**src/rtl/pairvar_pkg.sv**
```systemverilog
package pairvar_pkg;

    // Width of a partial sum covering 2^lvl samples of dw bits.
    function automatic int sum_w(input int dw, input int lvl);
        return dw + lvl;
    endfunction

    // Width of a partial second moment covering 2^lvl samples.
    function automatic int m2_w(input int dw, input int lvl, input int frac);
        return 2 * dw + 2 * lvl + frac;
    endfunction

endpackage

```
**src/rtl/pairvar_stage.sv**
```systemverilog
module pairvar_stage
    import pairvar_pkg::*;
#(
    parameter int DATA_W = 8,
    parameter int FRAC_W = 2,
    parameter int LVL    = 1,
    parameter int LEVELS = 3,
    localparam int TB    = sum_w(DATA_W, LEVELS),
    localparam int SB    = m2_w(DATA_W, LEVELS, FRAC_W)
) (
    input  logic          clk,
    input  logic          rst_n,
    input  logic          in_vld,
    input  logic [TB-1:0] in_sum,
    input  logic [SB-1:0] in_m2,
    output logic          out_vld,
    output logic [TB-1:0] out_sum,
    output logic [SB-1:0] out_m2
);

    localparam int  TI    = sum_w(DATA_W, LVL - 1);
    localparam int  TO    = sum_w(DATA_W, LVL);
    localparam int  SI    = m2_w(DATA_W, LVL - 1, FRAC_W);
    localparam int  SO    = m2_w(DATA_W, LVL, FRAC_W);
    localparam int  DEPTH = 1 << (LVL - 1);
    localparam bit  FIRST = (LVL == 1);

    typedef struct packed {
        logic [DEPTH-1:0]         dv;   // delayed valid flags
        logic [DEPTH-1:0][TI-1:0] ds;   // delayed partial sums
        logic [DEPTH-1:0][SI-1:0] dm;   // delayed partial second moments
        logic                     ov;
        logic [TO-1:0]            os;
        logic [SO-1:0]            om;
    } stage_t;

    stage_t st_d, st_q;

    logic signed [TI-1:0] cur_sum, old_sum;
    logic signed [TO-1:0] diff;
    logic        [TO-1:0] mag;
    logic      [2*TO-1:0] sq;
    logic        [SO-1:0] term;
    logic        [SI-1:0] m2_in;
    logic                 unused_hi;

    // Upper bus bits only carry sign or zero extension at this level.
    assign unused_hi = ^{in_sum[TB-1:TI], in_m2[SB-1:SI]};

    always_comb begin
        st_d    = st_q;
        cur_sum = $signed(in_sum[TI-1:0]);
        old_sum = $signed(st_q.ds[DEPTH-1]);
        // a single sample has no spread, so level one never adds moments
        m2_in   = FIRST ? '0 : in_m2[SI-1:0];

        diff = TO'(cur_sum) - TO'(old_sum);
        mag  = diff[TO-1] ? TO'(-diff) : TO'(diff);
        sq   = (2*TO)'(mag) * (2*TO)'(mag);
        term = (SO'(sq) << FRAC_W) >> LVL;

        for (int i = DEPTH - 1; i >= 1; i--) begin
            st_d.dv[i] = st_q.dv[i-1];
            st_d.ds[i] = st_q.ds[i-1];
            st_d.dm[i] = st_q.dm[i-1];
        end
        st_d.dv[0] = in_vld;
        st_d.ds[0] = cur_sum;
        st_d.dm[0] = m2_in;

        st_d.ov = in_vld && st_q.dv[DEPTH-1];
        st_d.os = TO'(cur_sum) + TO'(old_sum);
        if (FIRST) begin
            st_d.om = term;
        end else begin
            st_d.om = SO'(m2_in) + SO'(st_q.dm[DEPTH-1]) + term;
        end
    end

    always_ff @(posedge clk or negedge rst_n) begin
        if (!rst_n) begin
            st_q <= '0;
        end else begin
            st_q <= st_d;
        end
    end

    assign out_vld = st_q.ov;
    assign out_sum = TB'($signed(st_q.os));
    assign out_m2  = SB'(st_q.om);

endmodule

```
**src/rtl/pairvar_emit.sv**
```systemverilog
module pairvar_emit #(
    parameter int LEVELS = 3,
    parameter int SUM_W  = 11,
    parameter int M2_W   = 24
) (
    input  logic             clk,
    input  logic             rst_n,
    input  logic             in_vld,
    input  logic [SUM_W-1:0] in_sum,
    input  logic [M2_W-1:0]  in_m2,
    output logic             rec_vld,
    output logic [SUM_W-1:0] rec_sum,
    output logic [M2_W-1:0]  rec_m2
);

    typedef struct packed {
        logic [LEVELS-1:0] phase;
        logic              rv;
        logic [SUM_W-1:0]  rs;
        logic [M2_W-1:0]   rm;
    } emit_t;

    emit_t em_d, em_q;

    always_comb begin
        em_d = em_q;
        if (in_vld) begin
            em_d.phase = em_q.phase + 1'b1;
        end
        // the first full-depth partial is block 0; every 2^LEVELS-th after
        em_d.rv = in_vld && (em_q.phase == '0);
        em_d.rs = em_d.rv ? in_sum : '0;
        em_d.rm = em_d.rv ? in_m2  : '0;
    end

    always_ff @(posedge clk or negedge rst_n) begin
        if (!rst_n) begin
            em_q <= '0;
        end else begin
            em_q <= em_d;
        end
    end

    assign rec_vld = em_q.rv;
    assign rec_sum = em_q.rs;
    assign rec_m2  = em_q.rm;

endmodule

```
**src/rtl/pairvar_tree.sv**
```systemverilog
module pairvar_tree
    import pairvar_pkg::*;
#(
    parameter int  DATA_W = 8,
    parameter int  LEVELS = 3,
    parameter int  FRAC_W = 2,
    localparam int SUM_W  = sum_w(DATA_W, LEVELS),
    localparam int M2_W   = m2_w(DATA_W, LEVELS, FRAC_W)
) (
    input  logic              clk,
    input  logic              rst_n,
    input  logic [DATA_W-1:0] sample_i,
    output logic              rec_valid_o,
    output logic [SUM_W-1:0]  rec_sum_o,
    output logic [M2_W-1:0]   rec_m2_o
);

    typedef struct packed {
        logic              xv;
        logic [DATA_W-1:0] x;
    } in_t;

    in_t in_d, in_q;

    logic             vb [0:LEVELS];
    logic [SUM_W-1:0] sb [0:LEVELS];
    logic [M2_W-1:0]  mb [0:LEVELS];

    always_comb begin
        in_d    = in_q;
        in_d.xv = 1'b1;
        in_d.x  = sample_i;
    end

    always_ff @(posedge clk or negedge rst_n) begin
        if (!rst_n) begin
            in_q <= '0;
        end else begin
            in_q <= in_d;
        end
    end

    assign vb[0] = in_q.xv;
    assign sb[0] = SUM_W'($signed(in_q.x));
    assign mb[0] = '0;

    for (genvar l = 1; l <= LEVELS; l++) begin : g_lvl
        pairvar_stage #(
            .DATA_W (DATA_W),
            .FRAC_W (FRAC_W),
            .LVL    (l),
            .LEVELS (LEVELS)
        ) u_stage (
            .clk     (clk),
            .rst_n   (rst_n),
            .in_vld  (vb[l-1]),
            .in_sum  (sb[l-1]),
            .in_m2   (mb[l-1]),
            .out_vld (vb[l]),
            .out_sum (sb[l]),
            .out_m2  (mb[l])
        );
    end

    pairvar_emit #(
        .LEVELS (LEVELS),
        .SUM_W  (SUM_W),
        .M2_W   (M2_W)
    ) u_emit (
        .clk     (clk),
        .rst_n   (rst_n),
        .in_vld  (vb[LEVELS]),
        .in_sum  (sb[LEVELS]),
        .in_m2   (mb[LEVELS]),
        .rec_vld (rec_valid_o),
        .rec_sum (rec_sum_o),
        .rec_m2  (rec_m2_o)
    );

endmodule

```
**config.mk**
```make
export PLATFORM = sky130hd
export DESIGN_NAME = pairvar_tree
export DESIGN_NICKNAME = d
export VERILOG_FILES = /design/src/rtl/pairvar_pkg.sv /design/src/rtl/pairvar_stage.sv /design/src/rtl/pairvar_emit.sv /design/src/rtl/pairvar_tree.sv
export SDC_FILE = /design/constraint.sdc
export NUM_CORES = 1
export LEC_CHECK = 0
export CAP_MARGIN = 20
export CELL_PAD_IN_SITES_DETAIL_PLACEMENT = 1
export CELL_PAD_IN_SITES_GLOBAL_PLACEMENT = 1
export CORE_AREA = 5 5 314 162
export CTS_CLUSTER_DIAMETER = 30
export DETAILED_ROUTE_END_ITERATION = 8
export DIE_AREA = 0 0 319 167
export DONT_BUFFER_PORTS = 1
export PLACE_DENSITY_LB_ADDON = 0.1
export SYNTH_ARGS = -nofsm -noshare
export SYNTH_HDL_FRONTEND = slang
export SYNTH_SLANG_ARGS = --single-unit
```
**constraint.sdc**
```tcl
create_clock -name clk -period 22.2 [get_ports clk]
set_input_delay 1.11 -clock clk [delete_from_list [all_inputs] [get_ports clk]]
set_output_delay 1.11 -clock clk [all_outputs]
set_load 0.005 [all_outputs]
```
Word-level counts from Yosys, hierarchy flattened
Index checks and enable logic that the tools add are counted.
- bits in registers: 342
- input bits: 10
- output and inout bits: 36
- logic and storage cells: 58
- add/subtract/negate cells: 14
- multiply operators: 3
- muxes and demuxes: 5
- reduce and logical (&&, ||, !) cells: 5
- operators by type and width (operator ; number):
    $add 24x21->24 ; 1
    $mux 24 ; 1
    $add 22x22->23 ; 1
    $add 22x20->22 ; 1
    $mul 11x11->22 ; 1
    $mux 11 ; 2
    $add 19x19->20 ; 1
    $mul 10x10->20 ; 1
    $mul 9x9->18 ; 1
    $add 10x10->11 ; 1
    $neg 11->11 ; 1
    $sub 10x10->11 ; 1
    $add 9x9->10 ; 1
    $mux 10 ; 1
    $neg 10->10 ; 1
    $sub 9x9->10 ; 1
    $add 8x8->9 ; 1
    $mux 9 ; 1
    $neg 9->9 ; 1
    $sub 8x8->9 ; 1
    $logic_and 1x1->1 ; 4
    $add 3x1->3 const B ; 1
    $logic_not 3->1 ; 1

Logic depth before layout (Yosys ltp)
Gate-level depths: netlist (run 1).
- word-level depth: 5
- depth in mapped cells: 41
- mapped depth without buffers: 41

By module
A second synthesis (run 1) with hierarchy kept.
- cells, all modules: 2239
- area, all modules: 24103.1 um^2
- modules (own cells, without submodules) (module ; times used ; cells an instance ; area an instance (um^2) ; seq. area each (um^2)):
    pairvar_stage at g_lvl[3].u_stage ; 1 ; 948 ; 10528.8 ; 4204.0
    pairvar_stage at g_lvl[2].u_stage ; 1 ; 707 ; 7606.0 ; 2327.2
    pairvar_stage at g_lvl[1].u_stage ; 1 ; 450 ; 4165.2 ; 875.8
    pairvar_emit ; 1 ; 123 ; 1570.3 ; 975.9
    pairvar_tree ; 1 ; 11 ; 232.7 ; 225.2

Worst setup path after synthesis (run 1)
No wires, ideal clock.
- path kind: reg2reg
- start: register g_lvl[2].u_stage.st_q, in the netlist g_lvl[2].u_stage.out_m2[0]
- end: register g_lvl[3].u_stage.st_q, in the netlist g_lvl[3].u_stage.out_m2[20]
- library setup time: 0.080 ns
- data arrival time: 8.866 ns
- required time: 22.120 ns
- path slack: 13.254 ns
- stages on the path, launching flop included: 38
- path buffers: 1
- period minus slack after synthesis: 8.946 ns
- path through: dfrtp_1 > inv_1 > ha_1 > inv_1 > fa_1 > a21o_1 > a21oi_2 > o211ai_2 > xnor2_1 > or4_4 > or2_4 > o31ai_4 > xnor2_1 > buf_6 > nor2_1 > fa_1 > inv_1 > fa_1 > (+2 left out) > fa_1 > inv_1 > fa_1 > inv_1 > ha_1 > a31o_2 > or3_1 > a21oi_1 > xnor2_1 > ha_1 > and3_1 > a221oi_1 > a21oi_1 > o31ai_1 > a21boi_0 > o21a_1 > nor2_1 > xnor2_1
- RTL lines (item ; RTL line ; text):
    from (decl) ; pairvar_stage.sv:37 ; stage_t st_d, st_q;
    from (signal assigned) ; pairvar_stage.sv:84 ; st_q <= st_d;
    to (signal assigned) ; pairvar_stage.sv:84 ;
    to (decl) ; pairvar_stage.sv:37 ;

==> results of run 1 <==
==> state kept, by name (all words and copies together), names as in the netlist, 9 cells and up <==
signal,count
u_emit.rec_m2,24
g_lvl.u_stage.st_d,122
g_lvl.u_stage.out_sum,28
in_q,9
g_lvl.u_stage.old_sum,26
g_lvl.u_stage.out_m2,63
g_lvl.u_stage.st_q,41
u_emit.rec_sum,11
==> per-stage QoR <==
step / setup WS (ns) / instances / instance area [um^2]
after floorplan: 13.25 / 2107 / 22200
after global placement: 12.59 / 2704 / 22700
after detailed placement: 12.27 / 2704 / 22700
after CTS: 12.21 / 2796 / 24600
after global routing: 11.45 / 2796 / 24600
final: 12.10 / 2796 / 24600
==> path summary, 6_finish.rpt <==
kind,start,end,slack (ns),depth (start not counted)
worst max register to register,g_lvl[2].u_stage.out_m2[0]$_DFF_PN0_,g_lvl[3].u_stage.out_m2[20]$_DFF_PN0_,12.10,39
worst max-delay path,g_lvl[2].u_stage.out_m2[0]$_DFF_PN0_,g_lvl[3].u_stage.out_m2[20]$_DFF_PN0_,12.10,39
worst min register to register,g_lvl[3].u_stage.st_d[62]$_DFF_PN0_,g_lvl[3].u_stage.st_d[84]$_DFF_PN0_,0.32,0
min in group clk,g_lvl[3].u_stage.st_d[62]$_DFF_PN0_,g_lvl[3].u_stage.st_d[84]$_DFF_PN0_,0.32,0
worst min-delay path,rst_n,u_emit.rec_sum[2]$_DFF_PN0_,0.26,0
max in group asynchronous,rst_n,g_lvl[3].u_stage.out_m2[20]$_DFF_PN0_,21.19,0
==> final cells by class <==
type | instances | share of cell area, %
flip-flops and latches | 331 | 33.7
clock inverters | 35 | 1.80
multi-input cells | 1388 | 50.2
repair buffers | 12 | 0.367
inverters | 324 | 4.95
well taps | 649 | 3.31
clock buffers | 57 | 5.62
==> metal layers <==
| metal | share of wire (%) | global-route usage, % | wire length (um) | vias up |
|---|---|---|---|---|
| met4 | 1.1 | 2.59 | 592 | 0 |
| met2 | 37 | 26.8 | 20000 | 288 |
| met1 | 55 | 34.7 | 30100 | 7095 |
| met3 | 7.2 | 6.19 | 3920 | 54 |
| met5 | 0 | 0 | 0 | - |
| li1 | - | - | - | 6692 |
==> layout by cell type, fill, tap and decap left out, types with 28 or more instances in the layout <==
master	count
dfrtp_1	331
inv_1	321
ha_1	249
nor2_1	197
fa_1	175
xnor2_1	107
a21oi_1	86
nand2_1	80
o21ai_0	60
clkbuf_16	53
xor2_1	51
and2_1	45
nor3_1	36
nand2b_1	34
o21a_1	28
==> logic make-up (layout without fill, tap and decap cells) <==
family                   Yosys count  in the layout  share of synthesized area, %
AO/OA/AOI/OAI                    284            284                          8.18
XOR/XNOR                         159            159                          6.32
adder cells (fa/ha/maj)          424            424                          29.9
buffers and inverters            388            428                          7.24
flip-flops                       331            331                          37.4
multiplexers                       6              6                         0.294
other                              2             20                        0.0339
AND/OR/NAND/NOR                  495            495                          10.7
==> results.py, run 1 <==
metrics = {
    "status": {
        "run_status": "completed",
    },
    "clocking": {
        "cts.sinks": 331,
        "post_cts_buffers": 0,
        "h-tree-depth": 2,
        "root_buffer": "clkbuf_16",
        "ctsLongestPathBuffers": 3,
        "clk_latency_ns": 0.59,
        "cts_tree": "done",
        "cts_resized": 0,
        "cts_buffers": 50,
        "cts.hold.buffers_added": 0,
        "clk_pin_slew_ns": 0.06,
    },
    "sta": {
        "worst_pin_slew_ns": 1.12,
        "fin_worst_skew_ns": 0.0410,
        "finalCritPeriodShare_pct": 45.5,
        "finalSetupViolations": 0,
        "clock.fmax_ghz": 0.0990,
        "slew_headroom_pct": 24.8,
        "slew_viol_final": 0,
        "setup_tns_ns": 0,
        "rsz0062_at_grt": "false",
        "layout_min_cycle_time_ns": 10.10,
        "hold_viol_final": 0,
        "whs_ns": 0.260,
    },
    "die": {
        "die_x_um": 319,
        "floorplan.rows": 57,
        "die-height_um": 167,
        "coreArea_um2": 47900,
        "die_area_um2": 53300,
        "io_pins": 46,
        "initial_utilization_pct": 46.3,
    },
    "layout": {
        "diodes": 0,
        "utilization_pct": 51.3,
        "multi_input_area_um2": 12300,
        "nets": 2541,
        "area_growth_pct": 10.9,
        "drive_gt1_share_pct": 6.52,
        "regArea_um2": 8280,
        "nFillCells": 5148,
    },
    "grt": {
        "antenna_found_initial": 0,
        "grt_pass1_vias": 15472,
        "grt_pass1_wl_um": 88000,
        "grt_overflow": 0,
        "grt_max_degree": 332,
        "grt_usage_pct": 20.8,
    },
    "place": {
        "dp.final_hpwl_um": 43400,
        "place_congestion": 0.865,
        "port_buffers": 0,
    },
    "min_path": {
        "hold_path_class": "primary input to async pin",
    },
    "drt": {
        "vias": 14129,
        "drtAntennaViolNets": 0,
        "detail_route.vias_per_cell": 5.05,
        "wl_um": 54700,
        "drtPass1Iterations": 5,
        "wire_per_inst_um": 19.5,
        "drc": 0,
        "first_iter_violations": 722,
    },
    "worst_setup_path": {
        "cp.arrival_ns": 10.59,
        "path_delay_family": "adder cells",
        "end_kind": "register",
        "cp_slowest_cell": "fa_1",
        "path_class": "register to register",
        "critPathBufInv": 8,
        "slowest_delay_ns": 0.55,
        "critical_path.most_common_cell": "inv_1",
        "start_kind": "register",
        "cp_max_fo": 14,
        "crit_required_ns": 22.69,
    },
    "logic_synthesis": {
        "yosys_warnings": 0,
        "ys_top_cells_by_area": "dfrtp_1 37%, fa_1 16%, ha_1 14%",
        "synth_cells": 2089,
        "yosysTopAreaCell": "dfrtp_1",
        "syn_area_per_cell_um2": 10.6,
        "synth_edf_count": 0,
        "yosysMostFrequentCell": "dfrtp_1",
        "synthTopCellsByCount": "331 x dfrtp_1, 321 x inv_1, 249 x ha_1, 197 x nor2_1, 175 x fa_1",
        "synth_seq_cells": 331,
        "synth_flop_cell": "dfrtp_1",
        "synth_seq_area_share_pct": 37.4,
        "synth_cell_types": 67,
        "synth_top_area_share_pct": 37.4,
        "syn_area_um2": 22100,
        "async_flop_share_pct": 100,
    },
    "run": {
        "drv_cap": 0,
    },
}
Power of run 1 is left out: the tool's default activity adds up to more than one toggle a clock period on the data nets, which glitch-free logic cannot reach.
==> inputs of run 2 (changes only) <==
ABC_AREA = 1   (was default)
CORE_AREA = 5 5 325 168   (was 5 5 314 162)
DIE_AREA = 0 0 330 173   (was 0 0 319 167)
clock period = 10.4 ns   (was 22.2 ns; I/O delays follow)
==> results.py, run 2 <==
metrics = {
    "worst_setup_path": {
        "cp.arrival_ns": 9.28,
        "critPathBufInv": 9,
        "end_kind": "register",
        "cp_slowest_cell": "fa_1",
        "path_delay_family": "adder cells",
        "crit_required_ns": 10.87,
        "slowest_delay_ns": 0.55,
        "cp_max_fo": 8,
        "start_kind": "register",
        "path_class": "register to register",
    },
    "drt": {
        "wl_um": 62500,
        "wire_per_inst_um": 18.7,
        "drtAntennaViolNets": 0,
        "first_iter_violations": 1159,
        "detail_route.vias_per_cell": 5.02,
        "drtPass1Iterations": 5,
        "vias": 16829,
        "drc": 0,
    },
    "layout": {
        "area_growth_pct": 10.2,
        "drive_gt1_share_pct": 6.57,
        "fin_area_um2": 26200,
        "final_common_cell": "inv_1",
        "largest_reg_flops": 122,
        "nets": 3045,
        "diodes": 0,
        "most-common-layout-cells": "486 x inv_1, 413 x nand2_1, 331 x dfrtp_1",
    },
    "sta": {
        "fin_worst_skew_ns": 0.0170,
        "rsz0062_at_grt": "false",
        "setup_tns_ns": 0,
        "worst_pin_slew_ns": 0.869,
        "layout_min_cycle_time_ns": 8.81,
        "clock.fmax_ghz": 0.114,
        "hold_viol_final": 0,
        "finalWorstSetupSlack_ns": 1.59,
        "slew_headroom_pct": 42.1,
        "finalCritPeriodShare_pct": 84.7,
        "slew_viol_final": 0,
        "finalSetupViolations": 0,
    },
    "clocking": {
        "cts_buffers": 48,
        "clk_latency_ns": 0.59,
        "cts.hold.buffers_added": 9,
        "post_cts_buffers": 0,
        "root_buffer": "clkbuf_16",
        "cts_resized": 0,
        "h-tree-depth": 2,
        "cts.sinks": 331,
        "ctsLongestPathBuffers": 3,
        "clk_pin_slew_ns": 0.06,
        "cts_tree": "done",
    },
    "logic_synthesis": {
        "synth_seq_area_share_pct": 34.8,
        "synth_flop_cell": "dfrtp_1",
        "yosysMostFrequentCell": "inv_1",
        "synth_edf_count": 0,
        "syn_area_um2": 23800,
        "synthTopCellsByCount": "486 x inv_1, 413 x nand2_1, 331 x dfrtp_1, 249 x ha_1, 227 x nor2_1",
        "yosysTopAreaCell": "dfrtp_1",
        "synth_cell_types": 58,
        "syn_area_per_cell_um2": 9.19,
        "synth_top_area_share_pct": 34.8,
        "synth_seq_cells": 331,
        "synth_cells": 2590,
        "ys_top_cells_by_area": "dfrtp_1 35%, fa_1 15%, ha_1 13%",
        "yosys_warnings": 0,
        "async_flop_share_pct": 100,
    },
    "grt": {
        "antenna_found_initial": 2,
        "grt_pass1_vias": 17689,
        "grt_pass1_wl_um": 100000,
        "grt_use_met2_pct": 27.5,
        "grt_max_degree": 332,
        "grt_usage_pct": 22.1,
        "grt_busiest_layer": "met1",
        "grtUsageMet1_pct": 38.8,
        "grt_overflow": 0,
        "grt_use_met3_pct": 4.73,
    },
    "status": {
        "run_status": "completed",
    },
    "die": {
        "coreArea_um2": 51300,
        "die_x_um": 330,
        "floorplan.rows": 59,
        "die_area_um2": 57100,
        "die-height_um": 173,
        "io_pins": 46,
        "initial_utilization_pct": 46.4,
    },
    "min_path": {
        "hold_path_class": "register to register",
    },
    "run": {
        "drv_cap": 0,
    },
    "place": {
        "place_congestion": 0.878,
        "dp.final_hpwl_um": 51100,
        "port_buffers": 0,
        "dpl_cell_area_um2": 24400,
        "pre_cts_ws_ns": 1.68,
    },
}
[run 2: cell type report]
class | instances | area (um^2)
clock inverter | 34 | 447
tap | 701 | 877
timing repair buffer | 13 | 160
clock buffer | 55 | 1290
inverter | 510 | 1920
multi-input combinational | 1707 | 13300
fill | 5898 | 25100
sequential | 331 | 8280
[run 2: kinds of logic (layout without fill, tap and decap cells)]
| logic type | Yosys count | count (layout) | share of synthesized area (%) |
|---|---|---|---|
| and+or+nand+nor | 849 | 849 | 15.3 |
| buffers and inverters | 570 | 612 | 9.77 |
| adders and majority gates | 424 | 424 | 27.8 |
| DFF | 331 | 331 | 34.8 |
| AOI/OAI and AO/OA | 275 | 275 | 6.84 |
| xor gates and xnor gates | 139 | 139 | 5.48 |
| other | 2 | 20 | 0.0315 |
[run 2: path summary, 6_finish.rpt]
check	start	end	slack, ns	cells after the start
setup / recovery	g_lvl[2].u_stage.out_m2[0]$_DFF_PN0_	g_lvl[3].u_stage.out_m2[22]$_DFF_PN0_	1.59	41
hold / removal	g_lvl[3].u_stage.st_d[109]$_DFF_PN0_	g_lvl[3].u_stage.st_q[109]$_DFF_PN0_	0.34	0
setup reg to reg	g_lvl[2].u_stage.out_m2[0]$_DFF_PN0_	g_lvl[3].u_stage.out_m2[22]$_DFF_PN0_	1.59	41
hold reg to reg	g_lvl[3].u_stage.st_d[109]$_DFF_PN0_	g_lvl[3].u_stage.st_q[109]$_DFF_PN0_	0.34	0
max in group asynchronous	rst_n	u_emit.rec_m2[15]$_DFF_PN0_	8.36	3
min in group asynchronous	rst_n	g_lvl[2].u_stage.st_q[92]$_DFF_PN0_	0.54	2
[run 2: metrics by stage]
stage	std cells	hold slack [ns]	utilization, %
after floorplan	2608	0.224	-
after global placement	3251	0.235	47.5
after detailed placement	3251	0.230	47.5
after CTS	3349	0.256	51.1
after global routing	3351	0.340	51.1
final	3351	0.336	51.1
[run 2: metal layers]
layer | share of wire [%] | up-vias
met5 | 0 | -
met4 | 1.0 | 0
met3 | 6.1 | 46
met2 | 36 | 322
met1 | 57 | 8401
li1 | - | 8060
Power of run 2 is left out for the same reason.
==> inputs of run 3 (changes only) <==
CORE_AREA = 5 5 328 169   (was 5 5 325 168)
DIE_AREA = 0 0 333 174   (was 0 0 330 173)
clock period = 7.7 ns   (was 10.4 ns; I/O delays follow)
==> results.py, run 3 (synthesized netlist as in run 2, its figures left out) <==
metrics = {
    "drt": {
        "vias": 17843,
        "wl_um": 67300,
        "wire_per_inst_um": 18.7,
        "first_iter_violations": 989,
        "detail_route.vias_per_cell": 4.97,
        "drtPass1Iterations": 5,
        "drtAntennaViolNets": 0,
        "drc": 0,
    },
    "layout": {
        "nFillCells": 6024,
        "area_growth_pct": 21.8,
        "final_common_cell": "inv_1",
        "nets": 3269,
        "largest_reg_flops": 122,
        "drive_gt1_share_pct": 19.3,
        "most-common-layout-cells": "468 x inv_1, 377 x nand2_1, 331 x dfrtp_1",
        "final_cell_count_no_fill": 3589,
        "diodes": 0,
    },
    "worst_setup_path": {
        "start_kind": "register",
        "startpoint": "g_lvl[3].u_stage.old_sum[0]$_DFF_PN0_",
        "cp_slowest_cell": "fa_1",
        "r2r_start": "g_lvl[3].u_stage.old_sum[0]$_DFF_PN0_",
        "slowest_delay_ns": 0.53,
        "ff2ff_path_depth": 41,
        "cp-endpoint": "g_lvl[3].u_stage.out_m2[22]$_DFF_PN0_",
        "cp_max_fo": 7,
        "critical_path.most_common_cell": "nand2_1",
        "path_class": "register to register",
        "crit_required_ns": 8.18,
        "r2r-end": "g_lvl[3].u_stage.out_m2[22]$_DFF_PN0_",
        "rrSetupSlack_ns": 0.15,
        "cp.arrival_ns": 8.03,
        "end_kind": "register",
    },
    "die": {
        "die_area_um2": 57900,
        "die_x_um": 333,
        "die-height_um": 174,
        "io_pins": 46,
        "floorplan.rows": 60,
        "coreArea_um2": 52700,
        "initial_utilization_pct": 45.2,
    },
    "place": {
        "dp.cells": 3462,
        "place_congestion": 0.896,
        "port_buffers": 0,
        "dp.final_hpwl_um": 53500,
    },
    "sta": {
        "fin_worst_skew_ns": 0.0274,
        "slew_headroom_pct": 11.0,
        "layout_min_cycle_time_ns": 7.55,
        "finalCritPeriodShare_pct": 98.0,
        "clock.fmax_ghz": 0.133,
        "whs_ns": -0.482,
        "worst_pin_slew_ns": 1.33,
        "hold_viol_final": 331,
        "rsz0062_at_grt": "true",
        "finalSetupViolations": 0,
        "slew_viol_final": 0,
    },
    "clocking": {
        "h-tree-depth": 2,
        "cts.hold.buffers_added": 8,
        "cts_buffers": 49,
        "cts.sinks": 331,
        "root_buffer": "clkbuf_16",
        "ctsLongestPathBuffers": 3,
        "cts_tree": "done",
        "clk_pin_slew_ns": 0.06,
        "clk_latency_ns": 0.59,
    },
    "status": {
        "run_status": "finished, violations left",
        "violations": "hold timing",
    },
    "min_path": {
        "hold_path_class": "primary input to async pin",
    },
    "grt": {
        "grt_pass1_wl_um": 107000,
        "grt_pass1_vias": 18991,
        "grt_max_degree": 332,
        "grt_overflow": 0,
        "antenna_found_initial": 0,
        "grt_usage_pct": 23.2,
    },
    "run": {
        "drv_cap": 0,
    },
}
[run 3: cell types whose count changed in the layout (fill, tap and decap cells not counted), moves of 10 or more]
cell / change
ha_1: -27
nor2_4: +16
nand2_4: +13
o21ai_0: -13
inv_1: -18
nor2_1: -18
ha_4: +24
a21oi_2: +17
inv_2: +15
a21oi_1: -21
nand3_1: -10
buf_4: +217
nand2_1: -36
nand2_2: +23
[run 3: per-stage QoR]
stage	setup WS, ns	instance area (um^2)	util [%]	hold slack [ns]	TNS (ns)
2_1_floorplan	0.330	23900	-	0.0894	0
3_3_place_gp	-0.404	25900	49.1	0.0958	-2.62
3_5_place_dp	-0.675	25900	49.1	0.0965	-4.65
4_1_cts	-0.0103	28100	53.4	-0.522	-0.0103
5_1_grt	-0.170	29000	55.0	-0.527	-0.505
6_report	0.153	29000	55.0	-0.482	0
[run 3: worst max-delay path: cells and delay by family, from the launching register on]
family | cells | cell delay, ns
flops | 1 | 0.41
compound gates | 3 | 0.54
fa+ha+maj | 10 | 3.59
buf+inv | 10 | 0.99
xor+xnor | 1 | 0.18
simple gates | 17 | 1.77
[run 3: layout make-up]
type | instances | area, um^2 | area share, %
inverter | 510 | 1930 | 6.66
clock buffer | 56 | 1280 | 4.43
clock inverter | 36 | 526 | 1.81
timing repair buffer | 236 | 1830 | 6.33
tap | 713 | 892 | 3.08
multi-input combinational | 1707 | 14200 | 49.1
sequential | 331 | 8280 | 28.6
[run 3: what timing repair did]
action | 4_1_cts | 5_1_grt
hold endpoints to repair | 339 | 331
endpoints found under the setup margin | 12 | 16
pin swaps | 32 | 89
buffers inserted | 11 | 17
cloned | 0 | 0
resized for setup | 70 | 164
[run 3: worst min-delay path by stage]
stage	start	end	slack, ns
floorplan	rst_n	g_lvl[1].u_stage.old_sum[0]$_DFF_PN0_	0.09
global placement	rst_n	u_emit.em_q[36]$_DFFE_PN0P_	0.1
detailed placement	rst_n	u_emit.em_q[36]$_DFFE_PN0P_	0.1
CTS	rst_n	g_lvl[3].u_stage.st_d[160]$_DFF_PN0_	-0.52
global route	rst_n	u_emit.rec_sum[10]$_DFF_PN0_	-0.53
finish	rst_n	u_emit.em_q[36]$_DFFE_PN0P_	-0.48
[run 3: routing by layer]
layer  up-vias  global-route usage, %  part of all wire (%)
met4         0                   2.93                   1.1
met2       324                   29.8                    37
met1      8950                   39.6                    55
li1       8508                      -                     -
met3        61                   5.08                   6.2
met5         -                      0                     0
Power of run 3 is left out for the same reason.
